### src/rtl/wt_pkg.sv
package wt_pkg;
    localparam int PHASE_W  = 5;
    localparam int LVL_W    = 5;
    localparam int PERIOD_W = 16;
    localparam int SEL_W    = 4;
    localparam logic [LVL_W-1:0] SQUARE_HIGH = 5'd30;

    typedef struct packed {
        logic       run;
        logic [1:0] spare;
        logic       square;
        logic [3:0] mask;
    } voice_ctrl_t;

    function automatic logic [LVL_W-1:0] shape_sample(
        input logic [PHASE_W-1:0] ph,
        input logic               sq
    );
        if (sq)
            return ph[1] ? SQUARE_HIGH : '0;
        return LVL_W'(ph);
    endfunction
endpackage

### src/rtl/wt_voice_regs.sv
module wt_voice_regs
    import wt_pkg::*;
#(
    parameter int CTRL_ADDR = 4
) (
    input  logic                clk,
    input  logic                rst,
    input  logic                wr_en,
    input  logic [SEL_W-1:0]    reg_sel,
    input  logic [7:0]          wdata,
    output voice_ctrl_t         ctrl,
    output logic [PERIOD_W-1:0] period
);
    localparam logic [SEL_W-1:0] A_CTRL = SEL_W'(CTRL_ADDR);
    localparam logic [SEL_W-1:0] A_LO   = SEL_W'(CTRL_ADDR + 1);
    localparam logic [SEL_W-1:0] A_HI   = SEL_W'(CTRL_ADDR + 2);

    always_ff @(posedge clk) begin
        if (rst) begin
            ctrl   <= '0;
            period <= '0;
        end else if (wr_en) begin
            if (reg_sel == A_CTRL) ctrl         <= voice_ctrl_t'(wdata);
            if (reg_sel == A_LO)   period[7:0]  <= wdata;
            if (reg_sel == A_HI)   period[15:8] <= wdata;
        end
    end
endmodule

### src/rtl/wt_divider.sv
module wt_divider
    import wt_pkg::*;
(
    input  logic                clk,
    input  logic                rst,
    input  logic                run,
    input  logic [PERIOD_W-1:0] period,
    output logic [PHASE_W-1:0]  phase
);
    logic [PERIOD_W-1:0] count;

    always_ff @(posedge clk) begin
        if (rst || !run) begin
            count <= '0;
            phase <= '0;
        end else if (count == '0) begin
            count <= period;
            phase <= phase + 1'b1;
        end else begin
            count <= count - 1'b1;
        end
    end


    hold_zero_chk: assert property (@(posedge clk) disable iff (rst)
        !run |=> (phase == '0 && count == '0));

    phase_hold_chk: assert property (@(posedge clk) disable iff (rst)
        (run && count != '0) |=> (phase == $past(phase)));

    phase_step_chk: assert property (@(posedge clk) disable iff (rst)
        (run && count == '0) |=> (phase == PHASE_W'($past(phase) + 1'b1)));

    reload_chk: assert property (@(posedge clk) disable iff (rst)
        (run && count == '0) |=> (count == $past(period)));
endmodule

### src/rtl/wt_shaper.sv
module wt_shaper
    import wt_pkg::*;
(
    input  logic [PHASE_W-1:0] phase,
    input  voice_ctrl_t        ctrl,
    output logic [LVL_W-1:0]   level
);
    logic [LVL_W-1:0] sample;
    logic [LVL_W-1:0] keep;

    always_comb begin
        sample = shape_sample(phase, ctrl.square);
        keep   = {ctrl.mask, 1'b1};
        level  = sample & keep;
    end

    always_comb begin

        mask_bound_chk: assert ((level & ~{ctrl.mask, 1'b1}) == '0);

        square_even_chk: assert (!ctrl.square || level[0] == 1'b0);
    end
endmodule

### src/rtl/wt_audio.sv
module wt_audio
    import wt_pkg::*;
#(
    parameter int NUM_VOICES = 3
) (
    input  logic                        clk,
    input  logic                        rst,
    input  logic [SEL_W-1:0]            reg_sel,
    input  logic                        wr_en,
    input  logic [7:0]                  wdata,
    output logic [7:0]                  rdata,
    output logic [NUM_VOICES*LVL_W-1:0] level_o
);
    logic [PHASE_W-1:0] phase_v [NUM_VOICES];

    for (genvar v = 0; v < NUM_VOICES; v++) begin : g_voice
        localparam int BASE = 4 * (v + 1);
        voice_ctrl_t         ctrl;
        logic [PERIOD_W-1:0] period;

        wt_voice_regs #(.CTRL_ADDR(BASE)) u_regs (
            .clk(clk), .rst(rst), .wr_en(wr_en), .reg_sel(reg_sel),
            .wdata(wdata), .ctrl(ctrl), .period(period)
        );
        wt_divider u_div (
            .clk(clk), .rst(rst), .run(ctrl.run), .period(period),
            .phase(phase_v[v])
        );
        wt_shaper u_shape (
            .phase(phase_v[v]), .ctrl(ctrl),
            .level(level_o[v*LVL_W +: LVL_W])
        );
    end

    always_comb begin
        rdata = '0;
        for (int v = 0; v < NUM_VOICES; v++) begin
            if (reg_sel == SEL_W'(4 * (v + 1)))
                rdata = {{(8-PHASE_W){1'b0}}, phase_v[v]};
        end
    end

    always_comb begin

        read_idle_chk: assert (reg_sel[1:0] != 2'b00 || reg_sel == '0 ||
                               rdata[7:PHASE_W] == '0);
    end
endmodule

### config.mk
export PLATFORM = sky130hd
export DESIGN_NAME = wt_audio
export DESIGN_NICKNAME = d
export VERILOG_FILES = /design/src/rtl/wt_pkg.sv /design/src/rtl/wt_voice_regs.sv /design/src/rtl/wt_divider.sv /design/src/rtl/wt_shaper.sv /design/src/rtl/wt_audio.sv
export SDC_FILE = /design/constraint.sdc
export NUM_CORES = 1
export LEC_CHECK = 0
export BUFFER_PORTS_ARGS = -buffer_cell sky130_fd_sc_hd__buf_2
export CAP_MARGIN = 20
export CORE_MARGIN = 2
export CORE_UTILIZATION = 50
export DETAILED_ROUTE_END_ITERATION = 6
export GPL_TIMING_DRIVEN = 0
export PLACE_DENSITY = 0.7
export SKIP_CTS_REPAIR_TIMING = 1
export SLEW_MARGIN = 5
export SYNTH_ARGS = -nofsm -noshare
export SYNTH_HDL_FRONTEND = slang
export SYNTH_SLANG_ARGS = --single-unit
### constraint.sdc
create_clock -name clk -period 5.75 [get_ports clk]
set_clock_uncertainty 0.15 [all_clocks]
set_input_delay 0.2875 -clock clk [delete_from_list [all_inputs] [get_ports clk]]
set_output_delay 0.2875 -clock clk [all_outputs]
set_load 0.005 [all_outputs]
==> results.tsv <==
metric	value	unit
TNS Setup	0	ns
count leader, synth	nor2_1	
CP endpoint kind	flip-flop	
largest net degree at the start of global routing	17	
Synth Instances	648	
dpl cell area	0.00623	sq mm
M1 WL	6430	microns
WL/cell	16.5	microns
VDD IR max	0.292	mV
DIE AREA	0.0127	sq mm
final setup fails	0	
clk buf depth	2	
first-pass GRT wire length	23000	microns
Synth top cells by count	nor2_1 (146), dfxtp_1 (129), mux2i_1 (72), a211oi_1 (28), clkbuf_1 (27)	
clock slew at reported path FFs	0.06	ns
I/O pin count	38	
highest metal used	met4	
Synth cell types	47	
fraction of layout cells with a size suffix above 1	0.129	
Startpoint Class	flip-flop	
Final Non-Filler Cells	851	
final hold viol count	0	
area of the core	0.0115	sq mm
Design Area, Final	0.00687	sq mm
Total GRT Usage	0.231	
num rows	39	
fin nets	719	
Rel. slew slack	0.358	
min Tclk post-route	2.44	ns
# placed instances	819	
period utilisation layout	0.425	
Psw	427	uW
status	finished, final reports clean	
Synth Warn #	0	
RSZ-0062 raised after global routing	no	
Yosys reg bits	129	
post-detailed-route count of antenna-violating nets	0	
share of the synthesized area in the top cell type	0.436	
clock sink total	129	
Sw Ratio	0.202	
drt drc	0	
worst min path class	in2reg	
Inserted Clock Buffers	17	
Synth area leaders	dfxtp_1 (44%), mux2i_1 (12%), nor2_1 (9.3%), a211oi_1 (3.6%), xnor2_1 (3.6%)	
P_int	1690	uW
CTS tree	done	
post-synthesis sequential area ratio	0.436	
fin. max-slew vios	0	
starting density of the core	0.516	
initial antenna violation count	0	
Die W	113	microns
Max H-tree Level	4	
CP Max Fanout	10	
initial DRC count	247	
power share of the clock group	0.545	
PwrDens	308	mW/mm^2
via count of the first global-routing pass	4663	
Cell Area, Synth	0.00592	sq mm
Lkg Pwr	0.00253	uW
# port buffers	26	
area grow syn2layout	16.2	%
worst slew pin tran	0.960	ns
Root Driver	clkbuf_16	
number of max-cap violations	0	
Comb pwr share	0.028	
Vert. Die Dim	113	microns
predominant post-synthesis flop cell	dfxtp_1	
register share of total power	0.427	
grt ovf	0	
Clock Latency Late Sink	0.42	ns
ant diodes	0	
Hold Slack	0.123	ns
Post-synth EDFFs	0	
routability cong.	0.809	
post-DP HPWL	9850	microns
kind of critical path	reg2reg	
WL final	14000	microns
DRT Pass-1 Iters	5	
Met3 Routed Length	553	microns
Vias	4656	
drt via density	5.47	
fmax	0.410	GHz
Syn Area/Cell	9.13	sq um
Worst Path Arrival	2.56	ns
met2 wire length	6800	microns
asr flop ratio synth	0	
CP required	5.87	ns
Yosys top cell by area	dfxtp_1	
cell families after synthesis:
logic type / count (synthesis) / synth area share
XOR/XNOR: 45 / 0.0666
multiplexers: 78 / 0.133
AND/OR/NAND/NOR: 265 / 0.215
buffers and inverters: 48 / 0.0345
other: 1 / 0.000634
AO/OA/AOI/OAI: 73 / 0.0949
flip-flops: 129 / 0.436
adder cells (fa/ha/maj): 9 / 0.0190
critical path, stage by stage (launching register included):
cell	delay [ns]
dfxtp_1	0.35
or4_4	0.58
nor4_4	0.50
nand2_2	0.13
clkbuf_1	0.25
nor2_1	0.27
a211oi_2	0.07
per-layer routing:
metal | track usage | vias to the layer above
li1 | - | 2313
met1 | 0.294 | 2247
met2 | 0.383 | 77
met3 | 0.0600 | 19
met4 | 0.0732 | 0
met5 | 0 | -
sequential cells by signal (all words and copies together), names as in the netlist:
name,flops
g_voice.u_div.phase,15
g_voice.u_div.count,48
g_voice.u_regs.period,48
g_voice.u_regs.ctrl,18
placed cells by master, fill, tap and decap left out, drive strengths merged, types with 5 or more instances in the layout:
cell type / instances
nand2b: 14
and2: 10
xor2: 21
a21boi: 9
nor4: 10
buf: 39
mux2i: 72
nand3: 12
or4: 6
a211oi: 38
mux2: 6
inv: 7
a21oi: 10
clkbuf: 51
dfxtp: 129
xnor2: 24
nor3: 11
nand4: 6
nand2: 25
nor2: 148
ha: 9
a22oi: 6
or3: 5
o21ai: 6
path summary, 6_finish.rpt:
path | to | slack [ns] | cells after the start | startpoint
worst max-delay path | g_voice[1].u_div.count[7]$_SDFF_PP0_ | 3.31 | 6 | g_voice[1].u_div.count[2]$_SDFF_PP0_
worst min-delay path | g_voice[0].u_regs.period[13]$_SDFFE_PP0P_ | 0.12 | 3 | wdata[5]
worst max register to register | g_voice[1].u_div.count[7]$_SDFF_PP0_ | 3.31 | 6 | g_voice[1].u_div.count[2]$_SDFF_PP0_
worst min register to register | g_voice[1].u_div.count[0]$_SDFF_PP0_ | 0.32 | 1 | g_voice[1].u_div.count[0]$_SDFF_PP0_
layout make-up:
cell class	instances	area, sq um
plain buffers	41	178
clock buffers	23	488
clock inverters	9	153
fillers	991	4590
inverters	7	26.3
multi-input cells	473	3140
flip-flops and latches	129	2580
well taps	143	179
repair buffers	26	130
per-stage QoR:
| step | util | setup WS [ns] | power, uW |
|---|---|---|---|
| finish | 0.599 | 3.31 | 2120 |
| global route | 0.599 | 3.04 | 2180 |
| CTS | 0.599 | 3.32 | 2130 |
| detailed placement | 0.544 | 3.33 | 981 |
| global placement | 0.544 | 3.37 | 980 |
| floorplan | - | 3.64 | 960 |
power by group through the flow:
stage | sequential, uW | clock (uW) | combinational, uW
floorplan | 922 | 0 | 38.3
global placement | 923 | 0 | 56.5
detailed placement | 923 | 0 | 57.7
CTS | 904 | 1170 | 58.1
global route | 905 | 1210 | 63.5
finish | 904 | 1150 | 58.4
No activity file was read; power rests on OpenSTA's default activity.
